<file path="config.mk">
export PLATFORM = sky130hd
export DESIGN_NAME = exc_entry_regs
export DESIGN_NICKNAME = d
export VERILOG_FILES = /design/src/rtl/exc_entry_pkg.sv /design/src/rtl/exc_set_map.sv /design/src/rtl/exc_capture_dec.sv /design/src/rtl/exc_entry_regs.sv
export SDC_FILE = /design/constraint.sdc
export NUM_CORES = 1
export LEC_CHECK = 0
export BUFFER_PORTS_ARGS = -buffer_cell sky130_fd_sc_hd__buf_4
export CAP_MARGIN = 20
export CORE_UTILIZATION = 50
export DETAILED_ROUTE_END_ITERATION = 8
export GPL_ROUTABILITY_DRIVEN = 1
export GPL_TIMING_DRIVEN = 0
export PLACE_DENSITY = 0.87
export SLEW_MARGIN = 20
export SYNTH_ARGS = -nofsm -noshare
export SYNTH_HDL_FRONTEND = slang
export SYNTH_SLANG_ARGS = --single-unit
export TNS_END_PERCENT = 5
</file>
<file path="constraint.sdc">
create_clock -name clk_i -period 3.6 [get_ports clk_i]
set_input_delay 0.9 -clock clk_i [delete_from_list [all_inputs] [get_ports clk_i]]
set_output_delay 0.9 -clock clk_i [all_outputs]
set_load 0.03 [all_outputs]
</file>
<file path="src/rtl/exc_entry_pkg.sv">
package exc_entry_pkg;

  typedef enum logic [1:0] {
    CLS_RESET = 2'd0,
    CLS_NMI   = 2'd1,
    CLS_INT   = 2'd2,
    CLS_EXC   = 2'd3
  } exc_cls_e;

  typedef enum logic [2:0] {
    SEL_STATUS  = 3'd0,
    SEL_CAUSE   = 3'd1,
    SEL_EPC     = 3'd2,
    SEL_BADADDR = 3'd3,
    SEL_SHADOW  = 3'd4,
    SEL_LEVEL   = 3'd5
  } reg_sel_e;

  localparam int CODE_ADDR_LD   = 4;
  localparam int CODE_ADDR_ST   = 5;
  localparam int CODE_COP_UNUSE = 11;

  // software write field positions
  localparam int ST_EXL      = 0;
  localparam int ST_ERL      = 1;
  localparam int ST_NMI      = 2;
  localparam int ST_BEV      = 3;
  localparam int CA_CE_LSB   = 8;
  localparam int CA_BD       = 31;
  localparam int SH_PSS_LSB  = 8;
  localparam int SH_SSD      = 16;
  localparam int LV_PMSK_LSB = 8;

endpackage

</file>
<file path="src/rtl/exc_set_map.sv">
module exc_set_map #(
  parameter int LVL_W    = 3,
  parameter int NUM_SETS = 4,
  parameter int SET_W    = 2
) (
  input  logic [LVL_W-1:0] level_i,
  output logic [SET_W-1:0] set_o
);

  generate
    if ((1 << LVL_W) <= NUM_SETS) begin : g_direct
      // every level has its own set
      assign set_o = SET_W'(level_i);
    end else begin : g_clamp
      localparam logic [LVL_W-1:0] TOP_LVL = LVL_W'(NUM_SETS - 1);
      assign set_o = (level_i >= TOP_LVL) ? SET_W'(NUM_SETS - 1)
                                          : SET_W'(level_i);
    end
  endgenerate

endmodule

</file>
<file path="src/rtl/exc_capture_dec.sv">
module exc_capture_dec
  import exc_entry_pkg::*;
#(
  parameter int CODE_W = 5
) (
  input  logic              take_i,
  input  logic [1:0]        cls_i,
  input  logic [CODE_W-1:0] code_i,
  input  logic              exl_q_i,
  input  logic              ssd_q_i,
  output logic              wr_ctx_o,
  output logic              wr_ce_o,
  output logic              wr_bad_o,
  output logic              wr_mask_o,
  output logic              wr_shadow_o
);

  logic is_int;

  always_comb begin
    is_int      = (exc_cls_e'(cls_i) == CLS_INT);
    wr_ctx_o    = take_i && !exl_q_i;
    wr_ce_o     = take_i && (code_i == CODE_W'(CODE_COP_UNUSE));
    wr_bad_o    = take_i && ((code_i == CODE_W'(CODE_ADDR_LD)) ||
                             (code_i == CODE_W'(CODE_ADDR_ST)));
    wr_mask_o   = take_i && is_int;
    wr_shadow_o = take_i && is_int && !ssd_q_i;
  end

endmodule

</file>
<file path="src/rtl/exc_entry_regs.sv">
module exc_entry_regs
  import exc_entry_pkg::*;
#(
  parameter int ADDR_W   = 32,
  parameter int CODE_W   = 5,
  parameter int LVL_W    = 3,
  parameter int NUM_SETS = 4,
  parameter int SET_W    = (NUM_SETS > 1) ? $clog2(NUM_SETS) : 1
) (
  input  logic              clk_i,
  input  logic              rst_ni,
  input  logic              take_i,
  input  logic [1:0]        cls_i,
  input  logic [CODE_W-1:0] code_i,
  input  logic              delay_slot_i,
  input  logic [ADDR_W-1:0] pc_i,
  input  logic [ADDR_W-1:0] branch_pc_i,
  input  logic [ADDR_W-1:0] fault_addr_i,
  input  logic [1:0]        cop_i,
  input  logic [LVL_W-1:0]  level_i,
  input  logic              sw_we_i,
  input  logic [2:0]        sw_sel_i,
  input  logic [31:0]       sw_wdata_i,
  output logic              exl_o,
  output logic              erl_o,
  output logic              nmi_o,
  output logic              bev_o,
  output logic              int_block_o,
  output logic              cause_bd_o,
  output logic [1:0]        cause_ce_o,
  output logic [CODE_W-1:0] cause_code_o,
  output logic [ADDR_W-1:0] epc_o,
  output logic [ADDR_W-1:0] badaddr_o,
  output logic [SET_W-1:0]  css_o,
  output logic [SET_W-1:0]  pss_o,
  output logic              ssd_o,
  output logic [LVL_W-1:0]  cmask_o,
  output logic [LVL_W-1:0]  pmask_o
);

  // state
  logic              exl_q, erl_q, nmi_q, bev_q, bd_q, ssd_q;
  logic [1:0]        ce_q;
  logic [CODE_W-1:0] code_q;
  logic [ADDR_W-1:0] epc_q, bad_q;
  logic [SET_W-1:0]  css_q, pss_q;
  logic [LVL_W-1:0]  cmask_q, pmask_q;

  // next state
  logic              exl_d, erl_d, nmi_d, bev_d, bd_d, ssd_d;
  logic [1:0]        ce_d;
  logic [CODE_W-1:0] code_d;
  logic [ADDR_W-1:0] epc_d, bad_d;
  logic [SET_W-1:0]  css_d, pss_d;
  logic [LVL_W-1:0]  cmask_d, pmask_d;

  logic              wr_ctx, wr_ce, wr_bad, wr_mask, wr_shadow;
  logic [SET_W-1:0]  lvl_set;
  logic [31:0]       unused_wdata;

  assign unused_wdata = sw_wdata_i;

  exc_capture_dec #(.CODE_W(CODE_W)) u_dec (
    .take_i      (take_i),
    .cls_i       (cls_i),
    .code_i      (code_i),
    .exl_q_i     (exl_q),
    .ssd_q_i     (ssd_q),
    .wr_ctx_o    (wr_ctx),
    .wr_ce_o     (wr_ce),
    .wr_bad_o    (wr_bad),
    .wr_mask_o   (wr_mask),
    .wr_shadow_o (wr_shadow)
  );

  exc_set_map #(.LVL_W(LVL_W), .NUM_SETS(NUM_SETS), .SET_W(SET_W)) u_map (
    .level_i (level_i),
    .set_o   (lvl_set)
  );

  always_comb begin
    exl_d = exl_q;  erl_d = erl_q;  nmi_d = nmi_q;  bev_d = bev_q;
    bd_d  = bd_q;   ce_d  = ce_q;   code_d = code_q;
    epc_d = epc_q;  bad_d = bad_q;
    css_d = css_q;  pss_d = pss_q;  ssd_d = ssd_q;
    cmask_d = cmask_q;  pmask_d = pmask_q;

    if (take_i) begin
      unique case (exc_cls_e'(cls_i))
        CLS_RESET: begin erl_d = 1'b1; nmi_d = 1'b0; bev_d = 1'b1; end
        CLS_NMI:   begin erl_d = 1'b1; nmi_d = 1'b1; end
        default:   exl_d = 1'b1;
      endcase
      code_d = code_i;
      if (wr_ctx) begin
        bd_d  = delay_slot_i;
        epc_d = delay_slot_i ? branch_pc_i : pc_i;
      end
      if (wr_ce)  ce_d  = cop_i;
      if (wr_bad) bad_d = fault_addr_i;
      if (wr_mask) begin
        cmask_d = level_i;
        pmask_d = cmask_q;
      end
      if (wr_shadow) begin
        pss_d = css_q;
        css_d = lvl_set;
      end
    end else if (sw_we_i) begin
      case (reg_sel_e'(sw_sel_i))
        SEL_STATUS: begin
          exl_d = sw_wdata_i[ST_EXL];
          erl_d = sw_wdata_i[ST_ERL];
          nmi_d = sw_wdata_i[ST_NMI];
          bev_d = sw_wdata_i[ST_BEV];
        end
        SEL_CAUSE: begin
          code_d = sw_wdata_i[CODE_W-1:0];
          ce_d   = sw_wdata_i[CA_CE_LSB +: 2];
          bd_d   = sw_wdata_i[CA_BD];
        end
        SEL_EPC:     epc_d = sw_wdata_i[ADDR_W-1:0];
        SEL_BADADDR: bad_d = sw_wdata_i[ADDR_W-1:0];
        SEL_SHADOW: begin
          css_d = sw_wdata_i[SET_W-1:0];
          pss_d = sw_wdata_i[SH_PSS_LSB +: SET_W];
          ssd_d = sw_wdata_i[SH_SSD];
        end
        SEL_LEVEL: begin
          cmask_d = sw_wdata_i[LVL_W-1:0];
          pmask_d = sw_wdata_i[LV_PMSK_LSB +: LVL_W];
        end
        default: ;
      endcase
    end
  end

  always_ff @(posedge clk_i or negedge rst_ni) begin
    if (!rst_ni) begin
      exl_q <= 1'b0;  erl_q <= 1'b1;  nmi_q <= 1'b0;  bev_q <= 1'b1;
      bd_q  <= 1'b0;  ce_q  <= '0;    code_q <= '0;
      epc_q <= '0;    bad_q <= '0;
      css_q <= '0;    pss_q <= '0;    ssd_q <= 1'b0;
      cmask_q <= '0;  pmask_q <= '0;
    end else begin
      exl_q <= exl_d;  erl_q <= erl_d;  nmi_q <= nmi_d;  bev_q <= bev_d;
      bd_q  <= bd_d;   ce_q  <= ce_d;   code_q <= code_d;
      epc_q <= epc_d;  bad_q <= bad_d;
      css_q <= css_d;  pss_q <= pss_d;  ssd_q <= ssd_d;
      cmask_q <= cmask_d;  pmask_q <= pmask_d;
    end
  end

  assign exl_o        = exl_q;
  assign erl_o        = erl_q;
  assign nmi_o        = nmi_q;
  assign bev_o        = bev_q;
  assign int_block_o  = exl_q | erl_q;
  assign cause_bd_o   = bd_q;
  assign cause_ce_o   = ce_q;
  assign cause_code_o = code_q;
  assign epc_o        = epc_q;
  assign badaddr_o    = bad_q;
  assign css_o        = css_q;
  assign pss_o        = pss_q;
  assign ssd_o        = ssd_q;
  assign cmask_o      = cmask_q;
  assign pmask_o      = pmask_q;

endmodule

</file>
# ---- Yosys cells after proc, flatten, opt, wreduce, memory -nomap -nowiden
# Index checks and enable logic that the tools add are counted.
dict set report totals {
  out_inout_bits 88
  input_bits 148
  register_bits 87
  word_cells 119
}
dict set report classes {
  n_bitwise 2
  order_cmp 1
  muxes 53
  n_reduce_logical 30
  n_eq_ne 19
}
# operator count
set ops {}
lappend ops {{$mux 32} 9}
lappend ops {{$reduce_and 3->1} 11}
lappend ops {{$mux 2} 13}
lappend ops {{$mux 3} 8}
lappend ops {{$mux 1} 19}
lappend ops {{$mux 5} 3}
lappend ops {{$reduce_bool 2->1} 7}
lappend ops {{$ne 2x1->1 const B} 6}
lappend ops {{$eq 5x3->1 const B} 2}
lappend ops {{$eq 3x2->1 const B} 2}
lappend ops {{$eq 3x3->1 const B} 2}
lappend ops {{$eq 5x4->1 const B} 1}
lappend ops {{$logic_and 1x1->1} 5}
lappend ops {{$ne 2x2->1 const B} 2}
lappend ops {{$eq 3x1->1 const B} 1}
lappend ops {{$ge 3x2->1 const B} 1}
lappend ops {{$logic_not 3->1} 1}
lappend ops {{$ne 3x1->1 const B} 1}
lappend ops {{$eq 2x1->1 const B} 1}
lappend ops {{$eq 2x2->1 const B} 1}
lappend ops {{$logic_not 1->1} 2}
lappend ops {{$logic_not 2->1} 1}
lappend ops {{$pmux 1 s2} 1}
lappend ops {{$reduce_and 2->1} 1}
lappend ops {{other kinds (4)} 4}

# ---- Longest topological paths before layout
# Gate-level depths: netlist (run 1).
dict set report depth {
  depth_word 5
  mapped_depth 6
  ltp_nobuf 4
}

# ---- By module
# From an unflattened synthesis (run 1), not the netlist that was laid out.
dict set report hier_totals {
  cells_unflattened 417
  hier_area_um2 4693.3
}
# mod seq_area_each_um2 cells_each area_each_um2 n_inst
set by_module_without_submodules {}
lappend by_module_without_submodules {exc_entry_regs 2179.6 407 4628.2 1}
lappend by_module_without_submodules {exc_capture_dec 0.0 8 52.6 1}
lappend by_module_without_submodules {exc_set_map 0.0 2 12.5 1}

# ---- Worst setup path after synthesis (run 1)
# No wires, ideal clock.
dict set report synth_timing {
  path_kind {input port to flip-flop}
  start {in sw_sel_i[1]}
  end {reg ce_q[0] (netlist: cause_ce_o[0])}
  n_path_buf 1
  path_stages 4
  t_required_ns 3.475
  slack_ns 1.562
  setup_ns 0.125
  t_arrival_ns 1.914
  cell_sequence {buf_6 -> or4_1 -> nand2_1 -> mux2_2}
}
dict set report synth_between {
  elab_chain_cells 3
}
# element line
set synth_rtl {}
lappend synth_rtl {{start, declared} exc_entry_regs.sv:22} ;# input logic [2:0] sw_sel_i,
lappend synth_rtl {{$eq 3x1->1} exc_entry_regs.sv:110} ;# case (reg_sel_e'(sw_sel_i))
lappend synth_rtl {{$reduce_bool 2->1 (no source line)} n/a}
lappend synth_rtl {{$reduce_and 3->1 (no source line)} n/a}
lappend synth_rtl {{end signal, assigned} exc_entry_regs.sv:141} ;# bd_q <= 1'b0; ce_q <= '0; code_q <= '0;
lappend synth_rtl {{end signal, assigned} exc_entry_regs.sv:147} ;# bd_q <= bd_d; ce_q <= ce_d; code_q <= code_d;
lappend synth_rtl {{end, declared} exc_entry_regs.sv:43} ;# logic [1:0] ce_q;
# No other way between the ends.
# A chain may end at the register's enable or synchronous reset.

# ---- Worst setup path in the final report (run 1)
dict set report layout_timing {
  start {reg exl_q (netlist: exl_o)}
  end {out int_block_o}
}
dict set report layout_between {
  elab_chain_cells 1
}
# element line
set layout_rtl {}
lappend layout_rtl {{start, declared} exc_entry_regs.sv:42} ;# logic exl_q, erl_q, nmi_q, bev_q, bd_q, ssd_q;
lappend layout_rtl {{start signal, assigned} exc_entry_regs.sv:146} ;# exl_q <= exl_d; erl_q <= erl_d; nmi_q <= nmi_d; bev_q <= bev_d;
lappend layout_rtl {{$or 1x1->1} exc_entry_regs.sv:158} ;# assign int_block_o = exl_q | erl_q;
lappend layout_rtl {{end, declared} exc_entry_regs.sv:28} ;# output logic int_block_o,
# No other way between the ends.

==> results.txt, run 1 <==
- Across the run, the number of max-cap violations was 0.
- Leakage power: 3.52 nW
- No sink is reached through more buffers than the 2 on the longest clock path.
- For this run, asynchronously set or reset flops after synthesis account for 1.00.
- Post-route total power: 3.70 mW
- Deepest level of the CTS H-tree: 3
- Avg WL per Cell: 18.3 µm
* Critical path class: register to output port
* Fraction of the core area covered by cells at the end of the flow: 0.761
- After clock tree synthesis, the flow added hold-fix buffers numbering 0.
- Detailed router's first-iteration violation count: 256
- At the worst endpoint, the arrival time is ~1.3 ns.
* Post-CTS setup buffer count: 0
- CP Max Fanout: 5
- Detail-routed via count per cell: 5.54
* Global-route wire length before repair: 23500 µm
- For this run, the leading register cell type out of synthesis is sky130_fd_sc_hd__dfrtp_1.
* Required arrival time at the worst endpoint: 2.70 ns
- DRT Pass-1 Iters: 6
- Post-route ant nets: 0
- In this run the tool buffered the top-level ports with 233 buffer cells.
* M1 GR Usage: 0.396
- For this run, the number of Yosys warnings is 0.
- Commonest non-fill, non-tap cell in the layout: sky130_fd_sc_hd__buf_4
- The finished layout holds slightly above 800 standard cells, fillers aside.
- Leftover overflow at the end of global routing: 0
* Period utilisation layout: 0.610
- 236 I/O pins were placed.
* Starting density of the core: 0.522
- Entering global routing, the biggest net connects 88 pins.
* CP endpoint kind: output port
- The number of hold-slack violations in the final timing report came to 0.
* Dpl cells: 814
- The final route contains 4600 vias.
* Number of global-route vias before repair: 4620
- Based on the critical path, the design can be clocked at up to 0.455 GHz.
- Antenna violations before repair: 0
- Worst path cell trace: or2_2 > buf_4
- In the final layout, the share of cells above drive strength 1 is 0.442.
- Count of unique library cells instantiated by Yosys: 40
* Peak supply drop: 0.000277 V
* # clock sinks: a little under 90
- Root Buffer: sky130_fd_sc_hd__clkbuf_8
* Diode insertion count for antenna repair: 0
- On the critical path, the stage with the largest delay is an instance of sky130_fd_sc_hd__dfrtp_1.
* Final setup vio count: 0
- In this run, synthesis produced a sequential element count of 87.
- Outcome: complete, but fails checks
- Clock latency at the later pin of the worst-skew pair: around 0.36 ns
- The filler cells instantiated in the layout total about 640.
- After synthesis, the mean cell area works out to 9.77 µm².
- Counting flops with a built-in enable in the synthesized netlist gives 0.
- Detail Placement HPWL: 11600 µm
* Met2 GRT Util: 0.554
- Counting the buffers created by CTS gives 9.
- Gate Count Post-Synth: 473
- The global routing stage identified its most utilized layer as met2.
- Global-route usage over all layers: 0.319
- Measured along the x axis, the die boundary spans ~100 µm.
- The tightest min-delay check is of the register to register type.
- Summing all non-filler instances in the final layout gives an area of 6730 µm².
- Highest-count cells in the layout ignoring fill and taps: 236 x sky130_fd_sc_hd__buf_4, 96 x sky130_fd_sc_hd__nand2_1, 85 x sky130_fd_sc_hd__dfrtp_1
- In this run the cell area measured after placement is 6510 µm².
* Crit path time final: 2.20 ns
- Mapped Nets: ~620
- Power Density: between 500 and 600 nW/µm²
- Of the synthesized area, sequential elements account for 0.472.
* Worst relative slew slack: 0.461
- Skew final: 0.00725 ns
- The floorplan step defined a core boundary enclosing 8850 µm².
* Worst Tran Pin Value: between 0.8 and 0.9 ns
- Summing every instance area after synthesis gives 4620 µm².
- The final reports fail on DRC.
- STA classifies the critical path startpoint as a register.
- At the end of routability-driven placement, the weighted congestion stood at 0.868.
* Max incr delay on CP: 0.45 ns
- Post-CTS repair changed the size of 0 cells.
* Total length of routed wires: about 15000 µm
- In the final timing run, aggregate negative setup slack is 0 ns.
- Num rows: 34
- The net count of the finished layout is 865.
- The die covers 9630 µm².
- In the global route stage, met3 resource usage came out at 0.0601.
- The number of max-slew violations in the final report is 0.
- Measured along the y axis, the die boundary spans 98.1 µm.
* RSZ-0062 raised after global routing: false
* Area growth from synthesis to layout: 45.6%
- Clock-pin slew was measured on the worst setup and hold paths at 0.09 ns.
- Clock tree from TritonCTS: built
- Drt drc: 17
## flip-flops by register name, indices dropped and copies added (netlist names)
| register | count |
|---|---|
| badaddr_o | 32 |
| bev_o | 1 |
| cause_bd_o | 1 |
| cause_ce_o | 2 |
| cause_code_o | 5 |
| cmask_o | 3 |
| css_o | 2 |
| epc_o | 32 |
| erl_o | 1 |
| exl_o | 1 |
| nmi_o | 1 |
| pmask_o | 3 |
| pss_o | 2 |
| ssd_o | 1 |
## cell usage after synthesis (2+ instances only)
library cell               instances  area, µm²
sky130_fd_sc_hd__a21o_1            2       15.0
sky130_fd_sc_hd__a21oi_1          19       95.1
sky130_fd_sc_hd__a222oi_1          2       20.0
sky130_fd_sc_hd__buf_2            13       65.1
sky130_fd_sc_hd__buf_4             4       30.0
sky130_fd_sc_hd__buf_6             9        101
sky130_fd_sc_hd__clkbuf_1          6       22.5
sky130_fd_sc_hd__dfrtp_1          85       2130
sky130_fd_sc_hd__dfstp_2           2       52.6
sky130_fd_sc_hd__inv_1             5       18.8
sky130_fd_sc_hd__mux2_2            5       56.3
sky130_fd_sc_hd__mux2i_1          67        671
sky130_fd_sc_hd__nand2_1          96        360
sky130_fd_sc_hd__nand2b_1          2       12.5
sky130_fd_sc_hd__nand3_1          19       95.1
sky130_fd_sc_hd__nand3b_1          2       15.0
sky130_fd_sc_hd__nor2_1           20       75.1
sky130_fd_sc_hd__nor2b_1           2       12.5
sky130_fd_sc_hd__nor4b_2           2       30.0
sky130_fd_sc_hd__o211ai_1          3       22.5
sky130_fd_sc_hd__o21a_1            3       22.5
sky130_fd_sc_hd__o21ai_0          50        250
sky130_fd_sc_hd__o21ai_1           7       35.0
sky130_fd_sc_hd__o21ai_2          30        263
sky130_fd_sc_hd__o22ai_1           2       12.5
sky130_fd_sc_hd__or4_1             2       15.0
## per-stage QoR
| step | hold WS [ns] | setup slack [ns] |
|---|---|---|
| finish | 0.485 | 1.40 |
| global route | 0.510 | 1.39 |
| CTS | 0.487 | 1.42 |
| detailed placement | 0.467 | 1.31 |
| global placement | 0.462 | 1.34 |
| floorplan | 0.582 | 1.56 |
## worst paths after layout
path | slack (ns) | endpoint | cells after the start | start
hold / removal | 0.49 | badaddr_o[28] | 2 | badaddr_o[28]
min in group asynchronous | 0.58 | badaddr_o[16] | 1 | rst_ni
setup reg to reg | 1.98 | epc_o[27] | 4 | exl_o
max in group asynchronous | 2.45 | badaddr_o[30] | 1 | rst_ni
hold reg to reg | 0.49 | badaddr_o[28] | 2 | badaddr_o[28]
setup / recovery | 1.40 | int_block_o | 2 | exl_o
## worst max-delay path: cells and delay by family (launching register included)
| kind | cells | cell delay, ns |
|---|---|---|
| buffers and inverters | 1 | 0.17 |
| and+or+nand+nor | 1 | 0.32 |
| DFF | 1 | 0.45 |
## power breakdown
part / leakage [nW] / internal [mW] / switching [mW]
registers: 1.07 / 1.23 / 0.152
clock network: 0.102 / 0.392 / 0.372
logic: 2.34 / 0.608 / 0.949
total: 3.52 / 2.23 / 1.47
## cell type report
class	count	area [µm²]	area share
clock buffer	9	124	0.0184
buffer	32	219	0.0325
multi-input combinational	348	2200	0.327
timing repair buffer	233	1750	0.260
clock inverter	7	96.3	0.0143
tap	108	135	0.0201
sequential	87	2180	0.324
inverter	6	22.5	0.00335
## kinds of logic (layout without fill, tap and decap cells)
kind of cell / count (synthesis) / in the layout / share of synthesized area
flip-flops: 87 / 87 / 0.472
multiplexers: 72 / 72 / 0.157
buffers and inverters: 38 / 287 / 0.0522
AO/OA/AOI/OAI: 125 / 125 / 0.176
AND/OR/NAND/NOR: 151 / 151 / 0.143
## per-layer routing
layer,part of all wire,up-vias
met5,0,-
li1,-,2153
met1,0.40,2208
met3,0.071,29
met4,0.025,0
met2,0.51,210
No activity file was read; power rests on OpenSTA's default activity.
==> run 2, diff against run 1 <==
Settings changed: ABC_AREA from default to 1, CORE_UTILIZATION 50 to 47, PLACE_DENSITY 0.87 to 0.81.
Clock period 3.6 ns to 2.3 ns, I/O delays scaled along.
==> run 2 against run 1 <==
Against the previous run: the run now ends clean; non-clock buffer count up 8; clock-buffer cell count up 3; combinational power up 54%; flip-flop and latch count unchanged; sequential power up 57%; clock power up 56%; sequential share of layout area down 2.1 points; cell area up 6.9%; worst setup slack worse by 0.94 ns; area after synthesis up 8.8%; first-iteration DRC count up 68%; register-to-register slack worse by 1.1 ns; largest cell class unchanged; highest routed layer unchanged.
==> results.txt, run 2 <==
- The portion of the post-synthesis area used by sequential elements is 0.433 (-0.0382).
- Power Density: 801 nW/µm² (+46%)
- Clock-pin slew of the registers on the worst-case setup and hold paths: 0.09 ns (about the same)
- The cell area after technology mapping came to 5030 µm² (+8.8%).
- Fmax: approximately 0.54 GHz
- Detail Placement HPWL: 13700 µm (+19%)
- Dividing the final minimum period by the clock period gives 0.799.
* Most numerous cell in the Yosys netlist: sky130_fd_sc_hd__nand2_1
* Critical path class: register to output port
- Required arrival time at the worst endpoint: 1.73 ns (-0.97 ns)
- The number of clock buffers inserted by TritonCTS came to 9 (unchanged).
- The count of antenna-violating nets left after detailed routing was 0 (unchanged).
- Avg WL per Cell: 15.3 µm (-17%)
- Leakage power: 4.47 nW (+27%)
- The routability congestion estimate is 0.928 (+6.9%).
- For this run, the leading register cell type out of synthesis is sky130_fd_sc_hd__dfrtp_1.
* Detailed router's first-iteration violation count: 430 (+68%)
- The number of post-CTS setup repair buffers is 0 (unchanged).
* Count of input and output buffers: 233 (unchanged)
* Worst relative slew slack: 0.616 (+0.156)
- Area enclosed by the die boundary: 11100 µm² (+15%)
* Fraction of post-synthesis cell area in the top cell type by area: 0.423 (-0.0373)
- Kind of start point of the critical path: register
- The antenna diode count was 0 (unchanged).
- Final-report hold violation count: 0 (unchanged)
- Area growth from synthesis to layout: 43.0%
- Number of global-route vias before repair: 5479 (+19%)
- Switching fraction of total power: 0.395 (-0.00269)
- The clock latency at the later pin of the worst-skew pair is 0.35 ns (about the same).
- In the synthesized netlist, the cells that appear most often are 399 x sky130_fd_sc_hd__nand2_1, 125 x sky130_fd_sc_hd__nand3_1, 85 x sky130_fd_sc_hd__dfrtp_1, 78 x sky130_fd_sc_hd__inv_1, 23 x sky130_fd_sc_hd__buf_2.
* Worst Reg-to-Reg Cells: 5 (+1)
- The number of unique standard cell types used by synthesis was 23 (-43%).
* Leftover overflow at the end of global routing: 0 (unchanged)
* Global-route usage over all layers: 0.318 (-0.000808)
* Worst Tran Pin Value: 0.576 ns (-0.233 ns)
* Register bit count reported by yosys: 87 (unchanged)
- Core area: 10400 µm² (+17%)
* Clock group share of total power: 0.206 (about the same)
- Setup repair after global routing left no endpoint under its margin.
* Switch Pwr: 2.28 mW (+55%)
- The via-per-instance ratio was 5.04 (-9.0%).
- Post-cts sizing count: 0 (unchanged)
- Mean cell area of the mapped netlist: 6.59 µm² (-33%)
- Ranked by total cell area, the synthesized netlist is headed by sky130_fd_sc_hd__dfrtp_1 42%, sky130_fd_sc_hd__nand2_1 30%, sky130_fd_sc_hd__nand3_1 12%.
* Pin count of the biggest net entering global routing: 46 (-48%)
- Global-route wire length before repair: 27400 µm (+16%)
* # clock sinks: 87 (unchanged)
- The relative contribution of combinational cells to total power was 0.419 (-0.002).
* Total length of routed wires: 17500 µm (+15%)
- Antenna violations before repair: 0 (unchanged)
- The chip width came to 105 µm (+7.4%).
* Mapped Nets: 911 (+47%)
- The post-detailed-route DRC marker count is 0 (-17).
- The number of buffers inserted for hold repair after clock tree synthesis was 0 (unchanged).
- Root Buffer: sky130_fd_sc_hd__clkbuf_8
* CP endpoint kind: output port
- CP Max Fanout: 4 (-1)
- Die Ht: 105 µm (+7.4%)
- Path type of the worst min-delay path: input pin to asynchronous set/reset pin
* Fraction of synthesis flops using an asynchronous set or reset pin: 1.00 (unchanged)
- Final setup vio count: 0 (unchanged)
* Starting density of the core: 0.485 (-0.0373)
* Share of total power in sequential cells: 0.375 (+0.002)
* Total of max-cap violations: 0 (unchanged)
- The number of vias after detailed routing came to 5794 (+26%).
* Post-synth EDFFs: 0 (unchanged)
- TritonCTS built the clock tree.
* Num rows: 37 (+8.8%)
- The library cell used most frequently in the layout, excluding fill and tap cells, is sky130_fd_sc_hd__nand2_1.
- The cell-internal power came to 3.48 mW (+56%).
* Crit path time final: between 1.5 and 2 ns
- Layout net count: 1156 (+34%)
- The gate count of the mapped netlist is 763 (+61%).
- The iteration count of the initial detailed-routing pass was 6 (unchanged).
- The number of H-tree levels is 3 (unchanged).
* Top-Level Pins: 236 (unchanged)
- The worst path arrival time was 1.26 ns (-0.04 ns).
- Leaving out fill and tap cells, the most frequent cells in the layout are 399 x sky130_fd_sc_hd__nand2_1, 236 x sky130_fd_sc_hd__buf_4, 125 x sky130_fd_sc_hd__nand3_1.
* Buffer depth of the longest clock path: 2 (unchanged)
* Syn. warnings: 0 (unchanged)
* Fraction of layout instances using a drive strength above 1: 0.289 (-0.153)
- The setup TNS came to 0 ns (unchanged).
- The peak supply drop is 0.000489 V (+76%).
- The number of max-slew violations in the final report is 0 (unchanged).
- The largest total area in the synthesized netlist belongs to sky130_fd_sc_hd__dfrtp_1.
- The clock skew was 0.0156 ns (+0.00839 ns).
* Outcome: finished, final reports clean
- The final cell count without fillers was 1149 (+38%).
* Dpl cells: 1133 (+39%)
run 2: changes by cell type in the layout (fill, tap and decap cells not counted), sizes merged, moves of 5 or more:
cell	previous run	this run
buf	259	267
nor2	20	14
o21ai	87	6
mux2i	67	0
mux2	5	0
a21oi	20	2
nand2	96	402
inv	7	80
nand3	19	127
run 2: cell families after synthesis:
group / synth area share
DFF: 0.433
AOI/OAI and AO/OA: 0.00945
and+or+nand+nor: 0.454
buffers and inverters: 0.103
run 2: metrics by stage:
step / setup slack, ns / area, µm² / utilization / hold slack, ns / total power [mW]
floorplan: 0.820 / 5030 / - / 0.279 / 3.50
global placement: 0.587 / 6950 / 0.670 / 0.490 / 4.55
detailed placement: 0.556 / 6980 / 0.673 / 0.493 / 4.59
CTS: 0.461 / 7190 / 0.694 / 0.231 / 5.77
global route: 0.439 / 7190 / 0.694 / 0.252 / 6.02
finish: 0.463 / 7190 / 0.694 / 0.204 / 5.76
run 2: power by group through the flow:
stage	sequential, mW	combinational, mW	clock (mW)
after detailed placement	2.17	2.42	0
after global placement	2.17	2.38	0
final	2.16	2.41	1.19
after global routing	2.20	2.57	1.25
after CTS	2.15	2.42	1.19
after floorplan	2.90	0.593	0
run 2: worst paths after layout:
path,startpoint,to,slack [ns]
min in group clk_i,sw_wdata_i[0],exl_o,0.46
max reg2reg,exl_o,epc_o[14],0.91
max in group asynchronous,rst_ni,bev_o,1.41
min,rst_ni,badaddr_o[30],0.20
max,exl_o,int_block_o,0.46
min reg2reg,erl_o,erl_o,0.51
run 2: layer usage:
metal | GRT usage | vias to the layer above | wire length (µm)
met2 | 0.537 | 296 | 8310
met3 | 0.0575 | 44 | 1480
met5 | 0 | - | 0
met1 | 0.404 | 2633 | 7160
met4 | 0.125 | 0 | 577
li1 | - | 2821 | -
run 2: area by class of cell:
| cell class | instances | area, µm² |
|---|---|---|
| fillers | 939 | 3180 |
| multi-input cells | 557 | 2330 |
| flip-flops and latches | 87 | 2180 |
| repair buffers | 234 | 1780 |
| inverters | 80 | 300 |
| plain buffers | 39 | 216 |
| well taps | 136 | 170 |
| clock buffers | 12 | 145 |
| clock inverters | 4 | 70.1 |
run 2: worst max-delay path, stage by stage, from the launching register on:
cell	delay [ns]
sky130_fd_sc_hd__dfrtp_1	0.43
sky130_fd_sc_hd__or2_2	0.31
sky130_fd_sc_hd__buf_4	0.17
